File: src/rtl/hsg_pkg.sv
package hsg_pkg;

  typedef enum logic [2:0] {
    ST_IDLE,
    ST_SETUP,
    ST_LOW,
    ST_GAP,
    ST_HOLD
  } hsg_state_e;

  // data rate in kbit/s for each rate code
  function automatic int rate_kbps(input logic [1:0] code);
    case (code)
      2'd0:    return 1000;
      2'd1:    return 500;
      2'd2:    return 300;
      default: return 250;
    endcase
  endfunction

  // system cycles per master-clock period
  function automatic int mclk_div(input logic [1:0] code, input int div_1m);
    return (div_1m * 1000) / rate_kbps(code);
  endfunction

endpackage

File: src/rtl/hsg_mclk_div.sv
module hsg_mclk_div
  import hsg_pkg::*;
#(
  parameter int DIV_1M = 3
) (
  input  logic       clk,
  input  logic       rst,
  input  logic       clr,
  input  logic [1:0] rate,
  output logic       tick
);
  localparam int MAX_DIV = DIV_1M * 4;
  localparam int W       = $clog2(MAX_DIV + 1);

  logic [W-1:0] cnt;
  logic [W-1:0] last;

  always_comb last = W'(mclk_div(rate, DIV_1M) - 1);

  assign tick = (cnt == last);

  always_ff @(posedge clk) begin
    if (rst || clr) begin
      cnt <= '0;
    end else if (tick) begin
      cnt <= '0;
    end else begin
      cnt <= cnt + 1'b1;
    end
  end
endmodule

File: src/rtl/hsg_sync2.sv
module hsg_sync2 #(
  parameter logic RST_VAL = 1'b1
) (
  input  logic clk,
  input  logic rst,
  input  logic din,
  output logic dout
);
  logic meta;

  always_ff @(posedge clk) begin
    if (rst) begin
      meta <= RST_VAL;
      dout <= RST_VAL;
    end else begin
      meta <= din;
      dout <= meta;
    end
  end
endmodule

File: src/rtl/hsg_phase_timer.sv
module hsg_phase_timer #(
  parameter int W = 8
) (
  input  logic         clk,
  input  logic         rst,
  input  logic         clr,
  input  logic         tick,
  input  logic [W-1:0] len,
  output logic         phase_end
);
  logic [W-1:0] cnt;

  assign phase_end = tick && (cnt == len - 1'b1);

  always_ff @(posedge clk) begin
    if (rst || clr) begin
      cnt <= '0;
    end else if (phase_end) begin
      cnt <= '0;
    end else if (tick) begin
      cnt <= cnt + 1'b1;
    end
  end
endmodule

File: src/rtl/head_step_gen.sv
module head_step_gen
  import hsg_pkg::*;
#(
  parameter int DIV_1M  = 3,
  parameter int CNT_W   = 8,
  parameter int T_SETUP = 4,
  parameter int T_LOW   = 24,
  parameter int T_CYCLE = 132,
  parameter int T_HOLD  = 96
) (
  input  logic             clk,
  input  logic             rst,
  input  logic             start,
  input  logic [CNT_W-1:0] step_count,
  input  logic             outward,
  input  logic [1:0]       rate_sel,
  input  logic             trk0_n,
  output logic             head_dir_n,
  output logic             step_n,
  output logic             busy,
  output logic             done,
  output logic             at_trk0
);
  localparam int T_GAP = T_CYCLE - T_LOW;
  localparam int TW    = $clog2(T_CYCLE + 1);

  hsg_state_e       state;
  logic [CNT_W-1:0] left_q;
  logic             dir_q;
  logic [1:0]       rate_q;
  logic             step_q;
  logic             done_q;
  logic             flag_q;
  logic [TW-1:0]    phase_len;

  // named internal events
  logic mclk_tick;
  logic phase_end;
  logic accept;
  logic trk0_s_n;
  logic trk0_hit;

  assign accept   = start && (state == ST_IDLE);
  assign trk0_hit = dir_q && !trk0_s_n;

  hsg_mclk_div #(.DIV_1M(DIV_1M)) i_div (
    .clk (clk),
    .rst (rst),
    .clr (accept),
    .rate(rate_q),
    .tick(mclk_tick)
  );

  hsg_sync2 #(.RST_VAL(1'b1)) i_trk0_sync (
    .clk (clk),
    .rst (rst),
    .din (trk0_n),
    .dout(trk0_s_n)
  );

  always_comb begin
    case (state)
      ST_SETUP: phase_len = TW'(T_SETUP);
      ST_LOW:   phase_len = TW'(T_LOW);
      ST_GAP:   phase_len = TW'(T_GAP);
      ST_HOLD:  phase_len = TW'(T_HOLD);
      default:  phase_len = TW'(T_SETUP);
    endcase
  end

  hsg_phase_timer #(.W(TW)) i_timer (
    .clk      (clk),
    .rst      (rst),
    .clr      (accept),
    .tick     (mclk_tick),
    .len      (phase_len),
    .phase_end(phase_end)
  );

  always_ff @(posedge clk) begin
    if (rst) begin
      state  <= ST_IDLE;
      left_q <= '0;
      dir_q  <= 1'b1;
      rate_q <= '0;
      step_q <= 1'b1;
      done_q <= 1'b0;
      flag_q <= 1'b0;
    end else begin
      done_q <= 1'b0;
      if (accept) begin
        flag_q <= 1'b0;
        dir_q  <= outward;
        rate_q <= rate_sel;
        left_q <= step_count;
        if (step_count == '0) begin
          done_q <= 1'b1;
        end else begin
          state <= ST_SETUP;
        end
      end else if (phase_end) begin
        case (state)
          ST_SETUP, ST_GAP: begin
            if (trk0_hit) begin
              state  <= ST_IDLE;
              done_q <= 1'b1;
              flag_q <= 1'b1;
            end else begin
              state  <= ST_LOW;
              step_q <= 1'b0;
            end
          end
          ST_LOW: begin
            step_q <= 1'b1;
            left_q <= left_q - 1'b1;
            state  <= (left_q == CNT_W'(1)) ? ST_HOLD : ST_GAP;
          end
          ST_HOLD: begin
            state  <= ST_IDLE;
            done_q <= 1'b1;
          end
          default: state <= ST_IDLE;
        endcase
      end
    end
  end

  assign head_dir_n = dir_q;
  assign step_n     = step_q;
  assign busy       = (state != ST_IDLE);
  assign done       = done_q;
  assign at_trk0    = flag_q;
endmodule

File: config.mk
export PLATFORM = sky130hd
export DESIGN_NAME = head_step_gen
export DESIGN_NICKNAME = d
export VERILOG_FILES = /design/src/rtl/hsg_pkg.sv /design/src/rtl/hsg_mclk_div.sv /design/src/rtl/hsg_sync2.sv /design/src/rtl/hsg_phase_timer.sv /design/src/rtl/head_step_gen.sv
export SDC_FILE = /design/constraint.sdc
export NUM_CORES = 1
export LEC_CHECK = 0
export ABC_AREA = 0
export ABC_CLOCK_PERIOD_IN_PS = 3200
export CORE_ASPECT_RATIO = 1.4
export CORE_MARGIN = 10
export CORE_UTILIZATION = 25
export CTS_BUF_LIST = sky130_fd_sc_hd__clkbuf_4 sky130_fd_sc_hd__clkbuf_8 sky130_fd_sc_hd__clkbuf_16
export CTS_CLUSTER_SIZE = 10
export DETAILED_ROUTE_END_ITERATION = 10
export DONT_BUFFER_PORTS = 1
export HOLD_SLACK_MARGIN = 0.02
export SLEW_MARGIN = 20
export SYNTH_ARGS = -nofsm -noshare
export SYNTH_HDL_FRONTEND = slang
export SYNTH_SLANG_ARGS = --single-unit
File: constraint.sdc
create_clock -name clk -period 3.2 [get_ports clk]
set_clock_uncertainty 0.05 [all_clocks]
set_input_delay 0.16 -clock clk [delete_from_list [all_inputs] [get_ports clk]]
set_output_delay 0.16 -clock clk [all_outputs]
set_load 0.005 [all_outputs]
==> flow_summary.json, run 1 <==
{
  "cts_buffers": 5,
  "synth_cell_types": 47,
  "peakVddDrop_mv": 0.191,
  "cts_tree": "yes",
  "place_congestion": 0.806,
  "synth-xor-area-share": 0.0742,
  "grt_setup_unrepaired": "false",
  "met1_usage": 0.0781,
  "synthTopCellsByArea": "dfxtp_1 (35%), ha_1 (7.8%), nor2_1 (4.0%)",
  "clk_latency_ns": 0.28,
  "worst_pin_slew_ns": 0.696,
  "critPathMostFrequentCell": "ha_1",
  "drt-pass1-iter-count": 4,
  "clockRootBuffer": "clkbuf_8",
  "wl_um": 3860,
  "avgSynthCellArea_um2": 8.86,
  "max-clock-path-buffers": 2,
  "slowest_delay_ns": 0.57,
  "antenna_found_initial": 0,
  "die-area_um2": 10900,
  "drc": 0,
  "grt_usage": 0.0738,
  "layout.nets": 232,
  "core_um2": 6940,
  "port_buffers": 0,
  "crit_chain": "inv_1 -> ha_1 -> ha_1 -> or3_1 -> and3_4 -> o211a_4 -> and4_4 -> a31o_2 -> a311oi_1 -> dlygate4sd3_1",
  "finalCriticalPeriod_ns": 3.00,
  "grt_start_max_net_pins": 19,
  "synth_ff_type": "dfxtp_1",
  "cpMaxStageDelayCell": "dlygate4sd3_1",
  "busiest_layer": "met2",
  "fmax_mhz": 333,
  "cts.reportedPaths.clkPinSlew_ns": 0.06,
  "max_cap_violations": 0,
  "grt_pass1_wl_um": 6620,
  "cp-end-kind": "flip-flop",
  "use_met3": 0.0237,
  "ys_top_cells_by_count": "dfxtp_1 (31), nor2_1 (19), ha_1 (11), inv_1 (10), nand2_1 (10)",
  "cp_data_arrival_time_ns": 3.18,
  "synth-simple-area-share": 0.300,
  "slew_headroom": 0.535,
  "postSynthCellCount": 200,
  "holdCritPathClass": "in2reg",
  "holdWs_ns": 0.0270,
  "synth_top_area_frac": 0.350,
  "cts.sinks": 31,
  "die_w_um": 91.1,
  "yosysWarnings": 0,
  "required_ns": 3.38,
  "status": "finished, final reports clean",
  "viasPerCell": 4.65,
  "synth-adder-area-share": 0.0777,
  "yosysMostFrequentCell": "dfxtp_1",
  "min_path_cells": 2,
  "rows": 36,
  "p_leak_uw": 0.000738,
  "post_cts_buffers": 0,
  "start_kind": "flip-flop",
  "setup_tns_ns": 0,
  "postRouteAntennaNets": 0,
  "yosysSeqAreaShare": 0.350,
  "antennaDiodeCount": 0,
  "ys_seq_elements": 31,
  "power_density_nw_per_um2": 460,
  "drive_gt1_frac": 0.150,
  "finalCritPeriodShare": 0.937,
  "start_util": 0.255,
  "setup_violations": 0,
  "dp_hpwl_um": 2880,
  "async_reset_ff_frac": 0,
  "reg2reg_depth": 10,
  "drt_iter0_markers": 67,
  "slew_viol_final": 0,
  "h-tree-depth": 2,
  "syn_to_final_growth_pct": 14.6,
  "synth_area_um2": 1770,
  "die_h_um": 120,
  "num_vias": 1405,
  "crit_type": "reg2reg",
  "synth_top_family_by_area": "simple AND/OR/NAND/NOR gates",
  "fillers": 758,
  "synth_top_cell_by_area": "dfxtp_1",
  "grt_use_met2": 0.131,
  "grt_pass1_vias": 1387,
  "synth_fp_nets": 226,
  "hold_violations": 0,
  "grt_overflow": 0,
  "synth_edf_count": 0,
  "synth_compound_area_frac": 0.140,
  "synthMuxAreaShare": 0.00565,
  "io-pin-count": 20,
  "critPathMaxFanout": 7,
  "wl_per_cell_um": 12.8
}
[repair_timing]
action | CTS | global route
gates resized for setup | 0 | 6
hold buffers | 8 | 0
endpoints found under the hold margin | 18 | 0
endpoints found under the setup margin | 0 | 1
[final timing paths]
path	startpoint	to	slack [ns]
worst max-delay path	rate_q[0]	left_q[7]	0.20
worst min-delay path	step_count[2]	left_q[2]	0.03
worst max register to register	rate_q[0]	left_q[7]	0.20
worst min register to register	i_trk0_sync.meta	i_trk0_sync.dout	0.36
[kinds of logic (layout without fill, tap and decap cells)]
group,Yosys count,in the layout
xor+xnor,15,15
fa+ha+maj,11,11
mux,1,1
buf+inv,19,26
compound gates,32,32
flops,31,31
simple gates,91,91
[worst max-delay path, delay by kind of cell (launching register included)]
kind                     cells  cell delay [ns]
AND/OR/NAND/NOR              3             0.80
buffers and inverters        2             0.64
AO/OA/AOI/OAI                3             0.73
flip-flops                   1             0.37
adder cells (fa/ha/maj)      2             0.36
[layer usage]
layer | share of wire | vias up | routed length, um
met1 | 0.43 | 664 | 1660
met2 | 0.52 | 15 | 1990
met3 | 0.034 | 5 | 132
met5 | 0 | - | 0
met4 | 0.020 | 0 | 76
li1 | - | 721 | -
[report_power, final]
group / switching, uW / internal (uW)
registers: 25.3 / 409
clock network: 145 / 205
logic: 85.7 / 64.5
[registers in the layout, summed over array words and instances, names as in the netlist]
| register | cells |
|---|---|
| i_trk0_sync.meta | 1 |
| rate_q | 2 |
| i_div.cnt | 4 |
| step_n | 1 |
| left_q | 8 |
| i_timer.cnt | 8 |
| done | 1 |
| head_dir_n | 1 |
| state | 3 |
| at_trk0 | 1 |
| i_trk0_sync.dout | 1 |
[metrics by stage]
step                power [uW]  utilization  setup slack (ns)  std cells  area, um^2
floorplan                  559            -             0.604        200        1770
global placement           579        0.265             0.542        286        1840
CTS                        947        0.291            0.0325        302        2020
global route               986        0.293            0.0702        302        2030
finish                     934        0.293             0.201        302        2030
detailed placement         582        0.265             0.430        286        1840
[layout by cell type, fill, tap and decap left out, types with 2 or more instances in the layout]
cell,count
a211o_1,2
a21oi_1,7
a311oi_1,4
a31oi_1,2
and2_1,2
and3_1,2
and3_4,2
clkbuf_8,7
dfxtp_1,29
dlygate4sd3_1,8
ha_1,11
inv_1,10
nand2_1,10
nand3_1,5
nand4_1,7
nand4b_1,3
nor2_1,19
nor2_2,8
nor3_1,6
nor3b_1,6
nor4_1,5
o21a_1,3
o21ai_0,5
or2_2,2
or3_1,6
xnor2_1,7
xor2_1,8
[cell type report]
type / count / area (um^2) / share of cell area
Tap cell: 95 / 119 / 0.0585
Inverter: 10 / 37.5 / 0.0185
Sequential cell: 31 / 626 / 0.308
Multi-Input combinational cell: 150 / 1060 / 0.524
Clock buffer: 8 / 104 / 0.0511
Timing Repair Buffer: 8 / 80.1 / 0.0394
(Power assumes the default switching activity.)
==> run 2, diff against run 1 <==
- RECOVER_POWER: not set -> 100
==> run 2 against run 1 <==
Effect of this change: first-iteration DRC count fell by 6.0%; worst hold slack improved by 0.0032 ns; critical path depth fell by 1; largest power group unchanged; setup slack got worse by 0.0076 ns; via count rose by 2.8%; total power fell by 0.20%; largest cell class unchanged; register-to-register slack barely moved; core utilization fell by 0.36 points; sequential cell count did not move; sequential share of layout area rose by 0.38 points; combinational power barely moved.
==> flow_summary.json, run 2 (synthesized netlist as in run 1, its figures left out) <==
{
  "die-area_um2": 10900,
  "start_util": 0.255,
  "reg_top3": "i_timer.cnt: 8 flops, left_q: 8 flops, i_div.cnt: 4 flops",
  "fmax_mhz": 333,
  "drive_gt1_frac": 0.126,
  "grt_usage": 0.0738,
  "h-tree-depth": 2,
  "cp-end-kind": "flip-flop",
  "postRouteAntennaNets": 0,
  "grt_setup_unrepaired": "false",
  "power.switching_uw": 256,
  "grt_pass1_vias": 1387,
  "met1_usage": 0.0781,
  "place_congestion": 0.806,
  "antenna_found_initial": 0,
  "drt_iter0_markers": 63,
  "layout_common_cells": "dfxtp_1 (29), nor2_1 (19), ha_1 (11), inv_1 (10), nand2_1 (10)",
  "holdCritPathClass": "in2reg",
  "clk_latency_ns": 0.28,
  "max-clock-path-buffers": 2,
  "finalCritPeriodShare": 0.939,
  "clockPowerShare": 0.377,
  "dp_hpwl_um": 2880,
  "required_ns": 3.38,
  "status": "finished, final reports clean",
  "cts_tree": "yes",
  "wl_um": 3860,
  "crit_type": "reg2reg",
  "intPower_uw": 676,
  "cts_buffers": 5,
  "fillers": 763,
  "core_um2": 6940,
  "cts.reportedPaths.clkPinSlew_ns": 0.07,
  "grt_start_max_net_pins": 19,
  "port_buffers": 0,
  "finalCriticalPeriod_ns": 3.01,
  "holdWs_ns": 0.0302,
  "combinationalPowerShare": 0.158,
  "max_cap_violations": 0,
  "slew_viol_final": 0,
  "io-pin-count": 20,
  "start_kind": "flip-flop",
  "use_met3": 0.0237,
  "antennaDiodeCount": 0,
  "die_h_um": 120,
  "grt_use_met2": 0.131,
  "slew_headroom": 0.482,
  "wl_per_cell_um": 12.8,
  "critPathMaxFanout": 7,
  "hold_violations": 0,
  "layout.nets": 232,
  "grt_pass1_wl_um": 6620,
  "worst_pin_slew_ns": 0.776,
  "viasPerCell": 4.78,
  "clockRootBuffer": "clkbuf_8",
  "peakVddDrop_mv": 0.192,
  "drt-pass1-iter-count": 4,
  "num_vias": 1444,
  "seqPwrFrac": 0.466,
  "syn_to_final_growth_pct": 13.2,
  "finish.utilization": 0.289,
  "die_w_um": 91.1,
  "cp_data_arrival_time_ns": 3.19,
  "cts.sinks": 31,
  "setup_violations": 0,
  "final_common_cell": "dfxtp_1",
  "setup_tns_ns": 0,
  "p_leak_uw": 0.000739,
  "busiest_layer": "met2",
  "grt_overflow": 0,
  "rows": 36,
  "swShare": 0.275,
  "drc": 0,
  "power_density_nw_per_um2": 465
}
run 2: cell types whose count changed in the layout (fill, tap and decap cells not counted):
cell,before,now
a21oi_2,1,0
and2_0,0,1
and2_1,2,1
a2111oi_0,0,1
or3_1,6,7
and3_1,2,4
and3_4,2,0
a21oi_1,7,8
a2111oi_2,1,0
or3_4,1,0
run 2: routing by layer:
| metal | part of all wire | vias up |
|---|---|---|
| li1 | - | 724 |
| met1 | 0.42 | 687 |
| met2 | 0.51 | 25 |
| met3 | 0.039 | 8 |
| met4 | 0.023 | 0 |
| met5 | 0 | - |
run 2: per-stage QoR:
step	cells	setup WS [ns]	cell area (um^2)	total power (uW)
6_report	302	0.194	2010	932
5_1_grt	302	0.0584	2010	982
4_1_cts	302	0.0325	2020	947
3_5_place_dp	286	0.430	1840	582
3_3_place_gp	286	0.542	1840	579
2_1_floorplan	200	0.604	1770	559
run 2: power groups by stage:
stage                     Combinational [uW]  Sequential (uW)  Clock, uW
after floorplan                          123              436          0
after CTS                                152              434        361
after global placement                   137              442          0
final                                    147              434        351
after detailed placement                 139              443          0
after global routing                     168              439        376
run 2: final timing paths:
kind	from	depth (start not counted)	slack, ns	end
worst max-delay path	rate_q[1]	9	0.19	left_q[7]
worst min-delay path	step_count[2]	2	0.03	left_q[2]
worst max register to register	rate_q[1]	9	0.19	left_q[7]
worst min register to register	i_trk0_sync.meta	1	0.36	i_trk0_sync.dout
run 2: layout make-up:
type | instances | area (um^2) | share of cell area
Clock buffer | 8 | 104 | 0.0518
Timing Repair Buffer | 8 | 80.1 | 0.0399
Inverter | 10 | 37.5 | 0.0187
Sequential cell | 31 | 626 | 0.312
Tap cell | 95 | 119 | 0.0593
Multi-Input combinational cell | 150 | 1040 | 0.518
run 2: repair_timing:
| action | in CTS | in global routing |
|---|---|---|
| setup buffers | 0 | 0 |
| hold buffers | 8 | 0 |
| endpoints found under the hold margin | 18 | 0 |
| gates resized for setup | 0 | 6 |
| setup endpoints to repair | 0 | 1 |
run 2: critical path: stages (launching register included):
cell and delay, ns:
dfxtp_2 0.37, inv_1 0.07, ha_1 0.21, or4b_4 0.52, and3_1 0.22, o211a_4 0.27
and4_4 0.22, a31o_2 0.23, a311oi_1 0.24, dlygate4sd3_1 0.57
==> run 3, diff against run 2 <==
- GPL_ROUTABILITY_DRIVEN: not set -> 0
- REMOVE_ABC_BUFFERS: not set -> 1
==> run 3 against run 2 <==
Effect of this change: clock power rose by 16%; combinational power grew 3%; setup slack lost 0.039 ns; sequential share of layout area is 0.73 points lower; register-to-register slack worse by 0.04 ns; via count fell by 0.35%; first-iteration DRC count shrank 37%; cell area up 2.0%; critical endpoint unchanged; largest power group unchanged.
==> flow_summary.json, run 3 (synthesized netlist as in run 1, its figures left out) <==
{
  "status": "finished, final reports clean",
  "cpMaxStageDelayCell": "dlygate4sd3_1",
  "slowest_delay_ns": 0.58,
  "cp_data_arrival_time_ns": 3.22,
  "finalCriticalPeriod_ns": 3.05,
  "r2r_end": "left_q[7]",
  "start_util": 0.255,
  "wl_um": 4060,
  "grt_start_max_net_pins": 19,
  "wl_per_cell_um": 13.3,
  "h-tree-depth": 2,
  "cts_tree": "yes",
  "die_w_um": 91.1,
  "hold_violations": 0,
  "num_vias": 1439,
  "fillers": 763,
  "peakVddDrop_mv": 0.251,
  "slew_viol_final": 0,
  "required_ns": 3.38,
  "multi_input_area_um2": 1050,
  "register_area_um2": 623,
  "drt_iter0_markers": 40,
  "place_worst_setup_slack_ns": 0.452,
  "r2r_setup_slack_ns": 0.15,
  "placedCellCount": 286,
  "grt_usage": 0.0771,
  "cts.reportedPaths.clkPinSlew_ns": 0.07,
  "p_leak_uw": 0.000753,
  "dp_hpwl_um": 2950,
  "power_uw": 993,
  "grt_setup_unrepaired": "false",
  "grt_pass1_wl_um": 6950,
  "reg_top3": "i_timer.cnt: 8 flops, left_q: 8 flops, i_div.cnt: 4 flops",
  "min_path_cells": 2,
  "crit_chain": "inv_1 -> ha_1 -> ha_1 -> or3_1 -> and3_4 -> o211a_4 -> and4_4 -> a31o_2 -> a311oi_1 -> dlygate4sd3_1",
  "hold_end": "left_q[5]",
  "reg2reg_depth": 10,
  "grt_overflow": 0,
  "grt_pass1_vias": 1500,
  "max_cap_violations": 0,
  "port_buffers": 0,
  "cp-end-kind": "flip-flop",
  "clockPowerShare": 0.410,
  "placed_area_um2": 1840,
  "max-clock-path-buffers": 2,
  "drc": 0,
  "slew_headroom": 0.464,
  "finalWorstSetupSlack_ns": 0.155,
  "regToRegStartpoint": "rate_q[0]",
  "io-pin-count": 20,
  "fmax_mhz": 328,
  "crit_type": "reg2reg",
  "path_buf_inv": 2,
  "die-area_um2": 10900,
  "viasPerCell": 4.73,
  "final_common_cell": "dfxtp_1",
  "crit_family": "simple AND/OR/NAND/NOR gates",
  "finalCritPeriodShare": 0.952,
  "postRouteAntennaNets": 0,
  "critPathMostFrequentCell": "ha_1",
  "layout.nets": 234,
  "holdCritPathClass": "in2reg",
  "drt-pass1-iter-count": 4,
  "intPower_uw": 726,
  "antennaDiodeCount": 0,
  "cts_buffers": 5,
  "final_area_um2": 2050,
  "fin_cells": 304,
  "swShare": 0.269,
  "antenna_found_initial": 0,
  "setup_violations": 0,
  "clk_latency_ns": 0.28,
  "core_um2": 6940,
  "post_cts_buffers": 0,
  "layout_common_cells": "dfxtp_1 (29), nor2_1 (19), ha_1 (11)",
  "critPathMaxFanout": 7,
  "worst_pin_slew_ns": 0.802,
  "die_h_um": 120,
  "power_density_nw_per_um2": 485,
  "clockRootBuffer": "clkbuf_8",
  "min_from": "step_count[5]",
  "power.switching_uw": 267,
  "rows": 36,
  "syn_to_final_growth_pct": 15.5,
  "seqPwrFrac": 0.437,
  "combinationalPowerShare": 0.152,
  "setup_tns_ns": 0,
  "drive_gt1_frac": 0.134,
  "start_kind": "flip-flop",
  "cts.sinks": 31
}
## run 3: layout make-up
| class | instances | share of cell area |
|---|---|---|
| clock buffer | 6 | 0.0404 |
| clock inverter | 2 | 0.0171 |
| inverter | 10 | 0.0183 |
| multi-input combinational | 150 | 0.513 |
| sequential | 31 | 0.305 |
| tap | 95 | 0.0581 |
| timing repair buffer | 10 | 0.0489 |
## run 3: through the flow
stage	util	hold WS, ns
floorplan	-	0.179
global placement	0.265	0.185
detailed placement	0.265	0.187
CTS	0.296	0.0273
global route	0.295	0.0355
finish	0.295	0.0326
## run 3: power groups by stage
stage	Combinational (uW)	Clock [uW]	Sequential, uW
5_1_grt	171	429	438
2_1_floorplan	114	0	436
3_3_place_gp	138	0	442
6_report	151	408	434
3_5_place_dp	139	0	443
4_1_cts	154	418	435
## run 3: per-layer routing
metal,track usage,vias to the layer above,wire [um]
li1,-,732,-
met2,0.146,24,2130
met3,0.0206,8,184
met4,0.0354,0,74
met5,0,-,0
met1,0.0759,675,1670
## run 3: what timing repair did
| item | CTS | global route |
|---|---|---|
| hold buffers | 10 | 0 |
| gates resized for setup | 0 | 5 |
| endpoints found under the setup margin | 0 | 1 |
| hold endpoints to repair | 18 | 0 |
## run 3: worst max-delay path by stage
stage                         start         to  cells past startpoint
after global routing      rate_q[0]  left_q[7]                     10
final                     rate_q[0]  left_q[7]                     10
after global placement    rate_q[0]  left_q[4]                      9
after detailed placement  rate_q[0]  left_q[4]                      9
after floorplan           rate_q[0]  left_q[4]                      9
after CTS                 rate_q[0]  left_q[7]                     10
